[config.mk]
export PLATFORM = sky130hd
export DESIGN_NAME = biphase_bus_master
export DESIGN_NICKNAME = d
export VERILOG_FILES = /design/src/rtl/biphase_bus_master.sv
export SDC_FILE = /design/constraint.sdc
export NUM_CORES = 1
export LEC_CHECK = 0
export BUFFER_PORTS_ARGS = -buffer_cell sky130_fd_sc_hd__buf_2
export CAP_MARGIN = 25
export CELL_PAD_IN_SITES_DETAIL_PLACEMENT = 1
export CELL_PAD_IN_SITES_GLOBAL_PLACEMENT = 2
export CORE_MARGIN = 3
export CORE_UTILIZATION = 32
export DETAILED_ROUTE_END_ITERATION = 6
export GPL_ROUTABILITY_DRIVEN = 1
export PLACE_DENSITY = 0.85
export SLEW_MARGIN = 20
export SYNTH_ARGS = -nofsm -noshare
export SYNTH_HDL_FRONTEND = slang
export SYNTH_SLANG_ARGS = --single-unit
export TNS_END_PERCENT = 1
[constraint.sdc]
create_clock -name clk -period 4.4 [get_ports clk]
set_clock_uncertainty 0.2 [all_clocks]
set_input_delay 1.1 -clock clk [delete_from_list [all_inputs] [get_ports clk]]
set_output_delay 1.1 -clock clk [all_outputs]
set_load 0.02 [all_outputs]
[src/rtl/biphase_bus_master.sv]
module biphase_bus_master #(
  parameter int AW   = 16,
  parameter int DW   = 8,
  parameter int DEAD = 2
) (
  input  logic          clk,
  input  logic          rst_n,
  input  logic          phi0_i,
  output logic          phi1_o,
  output logic          phi2_o,
  input  logic          req_valid_i,
  output logic          req_ready_o,
  input  logic [AW-1:0] req_addr_i,
  input  logic          req_we_i,
  input  logic          req_fetch_i,
  input  logic [DW-1:0] req_wdata_i,
  output logic          rsp_valid_o,
  output logic [DW-1:0] rsp_rdata_o,
  output logic [AW-1:0] bus_addr_o,
  output logic          bus_rw_o,
  output logic          bus_sync_o,
  output logic          bus_start_o,
  input  logic [DW-1:0] data_i,
  output logic [DW-1:0] data_o,
  output logic          data_oe_o,
  input  logic          rdy_i,
  input  logic          nmi_n_i,
  input  logic          irq_n_i,
  input  logic          so_n_i,
  input  logic [2:0]    int_ack_i,
  output logic [2:0]    int_flags_o
);

  localparam int CW = (DEAD > 1) ? $clog2(DEAD) : 1;
  localparam logic [CW-1:0] CLAST = CW'(DEAD - 1);

  typedef enum logic [1:0] {PH_ONE, PH_GAP12, PH_TWO, PH_GAP21} ph_t;

  ph_t           ph;
  logic [CW-1:0] cnt;
  logic          phi1_q, phi2_q;
  logic [2:0]    p0_sh;

  wire ref_rise = p0_sh[1] & ~p0_sh[2];
  wire ref_fall = ~p0_sh[1] & p0_sh[2];
  wire gap_done = (cnt == CLAST);
  wire phi1_rise_ev = (ph == PH_GAP21) && gap_done;
  wire phi2_rise_ev = (ph == PH_GAP12) && gap_done;
  wire phi2_fall_ev = (ph == PH_TWO) && ref_fall;

  always_ff @(posedge clk or negedge rst_n)
    if (!rst_n) p0_sh <= '0;
    else        p0_sh <= {p0_sh[1:0], phi0_i};

  always_ff @(posedge clk or negedge rst_n) begin
    if (!rst_n) begin
      ph     <= PH_ONE;
      cnt    <= '0;
      phi1_q <= 1'b1;
      phi2_q <= 1'b0;
    end else begin
      case (ph)
        PH_ONE: if (ref_rise) begin
          ph <= PH_GAP12; cnt <= '0; phi1_q <= 1'b0;
        end
        PH_GAP12: if (gap_done) begin
          ph <= PH_TWO; phi2_q <= 1'b1;
        end else cnt <= cnt + 1'b1;
        PH_TWO: if (ref_fall) begin
          ph <= PH_GAP21; cnt <= '0; phi2_q <= 1'b0;
        end
        default: if (gap_done) begin
          ph <= PH_ONE; phi1_q <= 1'b1;
        end else cnt <= cnt + 1'b1;
      endcase
    end
  end

  assign phi1_o = phi1_q;
  assign phi2_o = phi2_q;

  logic          pend, run;
  logic [AW-1:0] pa, addr_q;
  logic          pwe, pfetch, rw_q, sync_q, start_q;
  logic [DW-1:0] pwd, wd_q, rsp_d;
  logic          rsp_v, p2_first, rdy_smp;

  wire accept = req_valid_i & req_ready_o;

  always_ff @(posedge clk or negedge rst_n) begin
    if (!rst_n) begin
      pend <= 1'b0; run <= 1'b0;
      pa <= '0; pwe <= 1'b0; pfetch <= 1'b0; pwd <= '0;
      addr_q <= '0; rw_q <= 1'b1; sync_q <= 1'b0; wd_q <= '0;
      start_q <= 1'b0; rsp_v <= 1'b0; rsp_d <= '0;
      p2_first <= 1'b0; rdy_smp <= 1'b1;
    end else begin
      start_q  <= 1'b0;
      rsp_v    <= 1'b0;
      p2_first <= phi2_rise_ev;
      if (p2_first) rdy_smp <= rdy_i;
      if (accept) begin
        pend <= 1'b1; pa <= req_addr_i; pwe <= req_we_i;
        pfetch <= req_fetch_i; pwd <= req_wdata_i;
      end
      if (phi1_rise_ev && pend && !run) begin
        run <= 1'b1; pend <= 1'b0; start_q <= 1'b1;
        addr_q <= pa; rw_q <= ~pwe; sync_q <= pfetch & ~pwe; wd_q <= pwd;
      end
      if (phi2_fall_ev && run && rdy_smp) begin
        run <= 1'b0; rw_q <= 1'b1; sync_q <= 1'b0;
        if (rw_q) begin
          rsp_v <= 1'b1; rsp_d <= data_i;
        end
      end
    end
  end

  assign req_ready_o = ~pend & ~run;
  assign bus_addr_o  = addr_q;
  assign bus_rw_o    = rw_q;
  assign bus_sync_o  = sync_q;
  assign bus_start_o = start_q;
  assign rsp_valid_o = rsp_v;
  assign rsp_rdata_o = rsp_d;
  assign data_o      = wd_q;
  assign data_oe_o   = run & ~rw_q & phi2_q;

  logic [2:0] nmi_sh, so_sh;
  logic [1:0] irq_sh;
  logic [2:0] flg;

  wire [2:0] fset = {so_sh[2] & ~so_sh[1], ~irq_sh[1], nmi_sh[2] & ~nmi_sh[1]};

  always_ff @(posedge clk or negedge rst_n) begin
    if (!rst_n) begin
      nmi_sh <= '1; so_sh <= '1; irq_sh <= '1; flg <= '0;
    end else begin
      nmi_sh <= {nmi_sh[1:0], nmi_n_i};
      so_sh  <= {so_sh[1:0], so_n_i};
      irq_sh <= {irq_sh[0], irq_n_i};
      flg    <= fset | (flg & ~int_ack_i);
    end
  end

  assign int_flags_o = flg;

endmodule

Word-level counts from Yosys, hierarchy flattened

Index checks and enable logic that the tools add are counted.

Register bits: 85
Input port bits: 45
Output and inout bits: 43
Word-level logic and storage cells: 96

$add $sub $neg: 1
Equality and inequality tests: 6
Muxes and demuxes: 23
Bitwise gates (word level): 22
Reduce and logical (&&, ||, !) cells: 20

Operator list:

| operator                                      | number |
|---|---|
| 2-to-1 mux 1 bit                              | 15 |
| inverter 1 bit                                | 10 |
| AND 1 bit                                     | 9 |
| 2-to-1 mux 2 bit                              | 4 |
| nonzero test 2 bit                            | 4 |
| logical AND 1 bit                             | 7 |
| inequality test 2 bit, second input constant  | 3 |
| case mux 1 bit (2 select lines)               | 3 |
| case mux 2 bit (3 select lines)               | 1 |
| AND reduction 3 bit                           | 2 |
| == test 2 bit, second input constant          | 2 |
| AND reduction 2 bit                           | 2 |
| AND reduction 4 bit                           | 1 |
| AND 3 bit                                     | 1 |
| inverter 3 bit                                | 1 |
| bitwise OR 3 bit                              | 1 |
| nonzero test 3 bit                            | 1 |
| == test 2 x 1 -> 1 bit, second input constant | 1 |
| logical NOT 2 bit                             | 1 |
| OR reduction 2 bit                            | 1 |
| adder 1 bit, second input constant            | 1 |
| logical NOT 1 bit                             | 1 |

Longest topological paths before layout

Gate-level depths: netlist of the first run.

Depth in word-level cells: 6
Gate-level depth with buffers: 6

Worst setup path after synthesis of the first run

No wires, ideal clock.

Path type: reg2out
Start point: register phi2_q, in the netlist phi2_o
End point: output port data_oe_o
Arrival: 1.006 ns
Slack: 2.094 ns
Stages on the path, launching flop included: 2
Buffers on the path: 0
Cells stage by stage: dfrtp_1 > nor3b_1

Cells in the longest elaborated chain, start to end: 1

Ends and longest elaborated chain:

| item                     | RTL line | RTL |
|---|---|---|
| start: declaration       | 41       | `logic phi1_q, phi2_q;` |
| start signal: assignment | 60       | `phi2_q <= 1'b0;` |
| start signal: assignment | 67       | `ph <= PH_TWO; phi2_q <= 1'b1;` |
| start signal: assignment | 70       | `ph <= PH_GAP21; cnt <= '0; phi2_q <= 1'b0;` |
| AND 1 bit                | 127      | `assign data_oe_o = run & ~rw_q & phi2_q;` |
| end: declaration         | 25       | `output logic data_oe_o,` |

No other way between the ends.

Final worst setup path of the first run

Start point: register run
End point: output port data_oe_o

Cells in the longest elaborated chain, start to end: 2

Ends and longest elaborated chain:

| item                     | RTL line | RTL |
|---|---|---|
| start: declaration       | 82       | `logic pend, run;` |
| start signal: assignment | 92       | `pend <= 1'b0; run <= 1'b0;` |
| start signal: assignment | 107      | `run <= 1'b1; pend <= 1'b0; start_q <= 1'b1;` |
| start signal: assignment | 111      | `run <= 1'b0; rw_q <= 1'b1; sync_q <= 1'b0;` |
| AND 1 bit (2 in a row)   | 127      |  |

No other way between the ends.

==> results of run 1 <==
[worst max-delay path by stage]
stage	start	endpoint	slack, ps
6_report	run	data_oe_o	1880
5_1_grt	run	data_oe_o	1780
4_1_cts	ph[1]	data_o[0]	1710
3_5_place_dp	ph[1]	data_o[0]	1730
3_3_place_gp	req_valid_i	pwd[5]	1790
2_1_floorplan	phi2_o	data_oe_o	2090
[through the flow]
step                power (uW)  area, um2  cells  worst slack (ps)
detailed placement        2340       3870    465              1730
global placement          2280       3870    465              1790
finish                    2970       4130    482              1880
floorplan                 2000       3320    252              2090
CTS                       3020       4110    481              1710
global route              3170       4130    482              1780
[critical path, stage by stage, from the launching register on]
cell     delay [ps]
dfrtp_1         380
inv_1           110
nor3b_1         200
buf_2           190
[sequential cells by signal, indices dropped and copies added, names as in the netlist, 8 cells and up]
| register | count |
|---|---|
| pwd | 8 |
| data_o | 8 |
| rsp_rdata_o | 8 |
| bus_addr_o | 16 |
| pa | 16 |
[layer usage]
| layer | GRT usage, % | up-vias | routed length, um |
|---|---|---|---|
| li1 | - | 998 | - |
| met4 | 4.60 | 0 | 108 |
| met2 | 19.8 | 61 | 3330 |
| met1 | 17.0 | 1065 | 3200 |
| met5 | 0 | - | 0 |
| met3 | 4.20 | 9 | 418 |
[area by class of cell]
type,instances,share of cell area (%)
sequential,85,51.9
inverter,11,1.00
clock buffer,9,3.00
clock inverter,7,2.76
tap,133,4.03
multi-input combinational,148,26.2
timing repair buffer,89,11.2
[power breakdown]
part	total (uW)	switching [uW]	internal, uW
sequential	1290	188	1100
combinational	1020	539	477
clock	657	282	375
total	2970	1010	1960
[cells in the final DEF (no fill, tap or decap), drive strengths merged, types with 2 or more instances in the layout]
cell type and n:
nand2 75, clkinv 4, clkbuf 9, mux2 36, bufinv 3, o22ai 2, dfstp 11, buf 89
ha 6, dfrtp 74, nand2b 2, nor3b 2, a21oi 6, and2 2, nor2 4, o21ai 4
inv 11
[kinds of logic (layout without fill, tap and decap cells)]
family | Yosys count | after routing
adders and majority gates | 6 | 6
AOI/OAI and AO/OA | 17 | 17
and+or+nand+nor | 88 | 88
muxes | 37 | 37
buffers and inverters | 19 | 116
DFF | 85 | 85
==> impl_metrics.toml, run 1 <==
[outcome]
status = "complete, no violations"

[synthesis]
synth_seq_cells = 85
yosysUniqueCellTypes = 30
synth_area_leader_cell = "dfrtp_1"
synth-xor-area-share_pct = 0
synth_ff_type = "dfrtp_1"
synthMuxAreaShare_pct = 15.6
synthArstFlopShare_pct = 100
ys_top_cells_by_area = "dfrtp_1 (56%), mux2_4 (12%), dfstp_2 (8.7%)"
synthTopCellsByCount = "dfrtp_1 (74), nand2_1 (74), mux2_4 (27)"
ys_seq_area_share_pct = 64.5
synth_area_mm2 = 0.00332
synth_nets = 303
yosysWarnings = 0
syn_area_per_cell_um2 = 13.2
synth_top_family_by_area = "multiplexers"
yosys.area_share.simple_pct = 11.5
synth_compound_area_share_pct = 3.13
synth_top_area_share_pct = 55.8
synth_edf_count = 0
synth_fa_ha_area_share_pct = 2.26
postSynthCellCount = 252

[layout]
drive_gt1_share_pct = 44.7
n_antenna_cell = 0
fin_util_pct = 41.6
nets = 395
area_growth_pct = 24.4
regArea_mm2 = 0.00214
multi_input_area_mm2 = 0.00108
fillers = 1102

[critical_path]
start_kind = "flip-flop"
worstPathArrival_ps = 1220
reg2reg_from = "ph[1]"
critPathMaxFanout = 3
required_ps = 3100
r2r-end = "data_o[0]"
rrSetupSlack_ps = 2250
timing_worst_setup_path_type = "reg2out"
endpoint_kind = "primary output"
ff2ff_path_depth = 6

[global_route]
grt_overflow = 0
grt_max_degree = 86
grt_pass1_wl_um = 11500
grt_pass1_vias = 2270
grtUsageTotal_pct = 12.9
antenna_found_initial = 0

[power]
irDropWorstVdd_mv = 0.252
p_leak_uw = 0.00217
power_density_mw_per_mm2 = 719

[timing]
max_freq_mhz = 397
fin_crit_sh_pct = 57.3
holdWs_ps = 154
relSlewSlack_pct = 45.1
drv_slew = 0
worst_pin_slew_ps = 823
final.setup.tns_ps = 0
finalSetupViolCount = 0
hold_violations = 0
rsz0062_at_grt = "false"
period_minus_slack_ps = 2520

[clock_tree]
clk_latency_ps = 350
cts_buffers = 9
hold_buffers = 0
postCtsSetupBuffers = 0
clkSinkCount = 85
cts_resized = 0
cts_tree = "done"
cts_root_buf = "clkbuf_8"
cts.htree.levels = 3
clockBufferDepth = 2
clkTransAtPathRegs_ps = 90

[place]
io_buffers = 87
gp_congestion = 0.697
hpwl_um = 4870

[route]
drtIter0Drc = 59
first_pass_iters = 4
vias = 2133
routed_via_density = 4.43
drc = 0
drt-total-wl_um = 7060
final_antenna_net_count = 0
wl_per_cell_um = 14.6

[floorplanning]
chipHeight_um = 108
core_area_mm2 = 0.00991
ios = 88
rows = 36
initial_core_util_pct = 33.5
die_w_um = 108
die-area_mm2 = 0.0116

[min_path]
hold_path_class = "reg2reg"
hold_start = "irq_sh[0]"
whs_endpoint = "irq_sh[1]"
hold_path_depth = 0

[job]
drv_cap = 0
Power figures use the tool's default switching activity.
==> run 2, diff against run 1 <==
ABC_AREA = 1   (was not set)
PLACE_DENSITY = 0.89   (was 0.85)
clock period = 2.45 ns   (was 4.4 ns; I/O delays follow)
==> run 2 against run 1 <==
Global-route usage increased by 0.46 points. First-iteration DRC count is 22% higher. Total power rose by 73%. Sequential share of layout area down 0.47 points. Synthesized cell count increased by 27%. Wire length rose by 5.9%. Worst setup slack got worse by 1400 ps. Clock power rose by 70%. Critical path type unchanged. Highest routed layer unchanged.
==> impl_metrics.toml, run 2 <==
[floorplanning]
core_area_mm2 = 0.00995
ios = 88
rows = 36
die-area_mm2 = 0.0117
chipHeight_um = 108
die_w_um = 108
initial_core_util_pct = 33.5

[synthesis]
synth_nets = 370
ys_seq_area_share_pct = 64.2
syn_area_per_cell_um2 = 10.5
synth_area_mm2 = 0.00334
synth_edf_count = 0
synth_seq_cells = 85
synth_ff_type = "dfrtp_1"
postSynthCellCount = 319
synthArstFlopShare_pct = 100
synth_area_leader_cell = "dfrtp_1"
yosysWarnings = 0
yosysUniqueCellTypes = 24
synthTopCellsByCount = "dfrtp_1 (74), nand2_1 (74), inv_1 (44)"
ys_top_cells_by_area = "dfrtp_1 (55%), dfstp_2 (8.7%), nand2_1 (8.3%)"
synth_top_area_share_pct = 55.5

[layout]
area_growth_pct = 24.8
final_area_mm2 = 0.00416
nets = 463
final_cell_mix = "buf_2 (86), nand2_1 (74), dfrtp_1 (74), inv_1 (44), nor2_1 (29)"
fin_util_pct = 41.8
n_antenna_cell = 0
drive_gt1_share_pct = 34.5
final_common_cell = "buf_2"

[timing]
rsz0062_at_grt = "false"
hold_violations = 0
worst_pin_slew_ps = 481
holdWs_ps = 148
drv_slew = 0
fin_crit_sh_pct = 81.1
final.setup.tns_ps = 0
relSlewSlack_pct = 67.8
finalSetupViolCount = 0
period_minus_slack_ps = 1990
max_freq_mhz = 503

[route]
final_antenna_net_count = 0
drt-total-wl_um = 7470
wl_per_cell_um = 13.6
routed_via_density = 4.30
first_pass_iters = 4
vias = 2366
drtIter0Drc = 72
drc = 0

[clock_tree]
clk_latency_ps = 350
postCtsSetupBuffers = 0
cts_buffers = 9
cts.htree.levels = 3
clkSinkCount = 85
clockBufferDepth = 2
cts_resized = 0
clkTransAtPathRegs_ps = 90
hold_buffers = 1
cts_tree = "done"
cts_root_buf = "clkbuf_8"

[global_route]
grt_pass1_vias = 2593
grt_pass1_wl_um = 12100
antenna_found_initial = 0
grt_max_degree = 41
grtUsageTotal_pct = 13.3
grt_overflow = 0

[power]
p_leak_uw = 0.00222
total_power_uw = 5130
power_density_mw_per_mm2 = 1230
irDropWorstVdd_mv = 0.386

[place]
hpwl_um = 5400
gp_congestion = 0.738
io_buffers = 87
place_area_mm2 = 0.00393

[critical_path]
start_kind = "flip-flop"
cp_slowest_cell = "dfrtp_1"
required_ps = 1640
worstPathCellList = "nand2_1 > nor2_1 > buf_2"
rrSetupSlack_ps = 560
ff2ff_path_depth = 5
reg2reg_from = "ph[1]"
worst-path-buf-inv = 1
timing_worst_setup_path_type = "reg2out"
critical_path.max_stage_delay_ps = 500
endpoint_kind = "primary output"
critPathMaxFanout = 4
r2r-end = "bus_addr_o[10]"
critPathTopFamily = "flip-flops"
worstPathArrival_ps = 1170
cp_num_cells = 3

[min_path]
hold_path_class = "reg2reg"
hold_start = "p0_sh[0]"
whs_endpoint = "p0_sh[1]"
hold_path_depth = 0

[outcome]
status = "complete, no violations"

[job]
drv_cap = 0
[run 2: worst max-delay path by stage]
stage / slack, ps / startpoint / to
after floorplan: 810 / phi2_o / data_oe_o
after global placement: 630 / ph[1] / bus_addr_o[0]
after detailed placement: 580 / ph[1] / bus_addr_o[8]
after CTS: 440 / run / data_oe_o
after global routing: 320 / run / data_oe_o
final: 460 / run / data_oe_o
[run 2: per-stage QoR]
step / std cells / worst slack, ps
after CTS: 550 / 436
after detailed placement: 533 / 583
after global placement: 533 / 631
after floorplan: 319 / 812
after global routing: 550 / 321
final: 550 / 463
[run 2: cells by family after synthesis]
| group | synth area share [%] |
|---|---|
| compound gates | 11.2 |
| mux | 0.337 |
| flops | 64.2 |
| fa+ha+maj | 2.25 |
| buf+inv | 7.65 |
| simple gates | 14.4 |
[run 2: report_power, final]
group / switching, uW / internal (uW) / total [uW]
Clock: 535 / 587 / 1120
Sequential: 294 / 1940 / 2240
Combinational: 1150 / 628 / 1770
[run 2: layer usage]
layer	share of wire (%)	track usage, %
met1	44	16.2
met2	50	23.2
met3	5.0	3.40
met4	0.74	4.33
met5	0	0
[run 2: cell type report]
| cell class | instances | area, um2 |
|---|---|---|
| clock inverters | 7 | 103 |
| clock buffers | 9 | 124 |
| fillers | 1142 | 5790 |
| repair buffers | 92 | 515 |
| flip-flops and latches | 85 | 2140 |
| well taps | 133 | 166 |
| multi-input cells | 179 | 941 |
| inverters | 45 | 174 |
==> run 3, diff against run 2 <==
ABC_AREA = 0   (was 1)
CORE_UTILIZATION = 31   (was 32)
PLACE_DENSITY = 0.86   (was 0.89)
clock period = 1.7 ns   (was 2.45 ns; I/O delays follow)
==> run 3 against run 2 <==
Register-to-register slack got worse by 630 ps. Worst setup slack worse by 570 ps. Critical endpoint unchanged. Hold slack worse by 100 ps. Sequential share of layout area down 3.8 points. Critical path depth shrank 1. Global-route usage grew 0.29 points. Non-clock buffer count is 23 higher. The flow now finishes with violations (setup timing). Largest cell class unchanged. Total power is 60% higher.
==> impl_metrics.toml, run 3 (synthesis gave the netlist of run 1 again) <==
[outcome]
status = "finished, violations left"
violations = "setup timing"

[global_route]
grt_max_degree = 42
antenna_found_initial = 1
grt_overflow = 0
grt_pass1_vias = 2468
grtUsageTotal_pct = 13.6
grt_pass1_wl_um = 12200

[clock_tree]
clk_latency_ps = 350
clkSinkCount = 85
cts_tree = "done"
clkTransAtPathRegs_ps = 80
clockBufferDepth = 2
cts_root_buf = "clkbuf_8"
cts.htree.levels = 3
cts_buffers = 9

[power]
p_leak_uw = 0.00232
switching_share_pct = 34.0
power_density_mw_per_mm2 = 1830
pwr-share-seq_pct = 40.9
p_switching_uw = 2800
comb_power_share_pct = 39.5
intPower_uw = 5440
power_frac_clock_pct = 19.6
irDropWorstVdd_mv = 0.656

[min_path]
hold_path_depth = 2
hold_path_class = "in2reg"
hold_start = "int_ack_i[2]"
whs_endpoint = "int_flags_o[2]"

[timing]
holdWs_ps = 45.9
drv_slew = 0
worst_pin_slew_ps = 289
rsz0062_at_grt = "true"
fin_crit_sh_pct = 106
finalSetupViolCount = 13
final.setup.tns_ps = -594
max_freq_mhz = 555
fin_ws_ps = -103
hold_violations = 0
period_minus_slack_ps = 1800
relSlewSlack_pct = 80.7

[route]
drc = 0
vias = 2239
routed_via_density = 4.38
final_antenna_net_count = 0
first_pass_iters = 3
drtIter0Drc = 101
drt-total-wl_um = 7500
wl_per_cell_um = 14.7

[floorplanning]
initial_core_util_pct = 32.0
ios = 88
die_w_um = 109
rows = 37
core_area_mm2 = 0.0104
die-area_mm2 = 0.0120
chipHeight_um = 109

[layout]
fillers = 1119
n_antenna_cell = 0
final_cell_mix = "buf_2 (82), dfrtp_1 (73), nand2_1 (72), mux2_4 (28), buf_4 (16)"
final_common_cell = "buf_2"
nets = 421
drive_gt1_share_pct = 51.2
fin_util_pct = 43.4
area_growth_pct = 35.6

[critical_path]
required_ps = 1070
r2r-end = "ph[1]"
critPathMaxFanout = 4
critical_path.max_stage_delay_ps = 600
timing_worst_setup_path_type = "reg2out"
reg2reg_from = "ph[0]"
cp_slowest_cell = "dfstp_2"
rrSetupSlack_ps = -70
start_kind = "flip-flop"
worstPathCellList = "nor3b_2 > buf_4"
worstPathArrival_ps = 1180
endpoint_kind = "primary output"
ff2ff_path_depth = 6

[place]
hpwl_um = 5370
io_buffers = 87
gp_congestion = 0.834

[job]
drv_cap = 0
[run 3: final cells by class]
| class | instances | area (um2) | area share, % |
|---|---|---|---|
| Multi-Input combinational cell | 148 | 1150 | 25.6 |
| Sequential cell | 85 | 2140 | 47.6 |
| Tap cell | 136 | 170 | 3.78 |
| Clock inverter | 3 | 67.6 | 1.50 |
| Clock buffer | 13 | 159 | 3.53 |
| Inverter | 11 | 43.8 | 0.974 |
| Timing Repair Buffer | 115 | 763 | 17.0 |
[run 3: worst max-delay path by stage]
stage,start,endpoint,slack (ps),cells after the start
final,bus_rw_o,data_oe_o,-100,2
after global routing,run,data_oe_o,-160,3
after CTS,bus_rw_o,data_oe_o,-110,2
after detailed placement,ph[1],ph[1],-240,6
after global placement,ph[1],ph[1],-50,6
after floorplan,ph[1],ph[1],-30,4
[run 3: worst max-delay path: cells and delay by family, from the launching register on]
family        cells  cell delay, ps
buf+inv           1             150
simple gates      1              70
flops             1             600
[run 3: metrics by stage]
step	cells	power, uW	worst slack, ps	cell area [um2]
3_5_place_dp	485	6430	-241	4100
6_report	511	8240	-103	4500
4_1_cts	509	8280	-110	4440
3_3_place_gp	485	6270	-49.9	4100
2_1_floorplan	252	5270	-29.3	3350
5_1_grt	511	8830	-160	4500
[run 3: what timing repair did]
action	CTS	global route
hold buffers	5	0
pin swaps	4	1
setup endpoints to repair	40	57
buffers inserted	3	2
endpoints found under the hold margin	81	0
resized for setup	12	14
[run 3: routing by layer]
metal | routed length (um) | vias up | GRT usage, %
met4 | 152 | 2 | 6.14
met2 | 3720 | 59 | 23.1
li1 | - | 1056 | -
met3 | 416 | 14 | 3.52
met1 | 3200 | 1108 | 16.2
met5 | 13 | - | 0
[run 3: power by group through the flow]
stage	Combinational, uW	Sequential (uW)	Clock, uW
after global routing	3550	3500	1770
after detailed placement	3030	3400	0
after global placement	2910	3360	0
after CTS	3220	3380	1680
final	3250	3370	1610
after floorplan	1490	3770	0
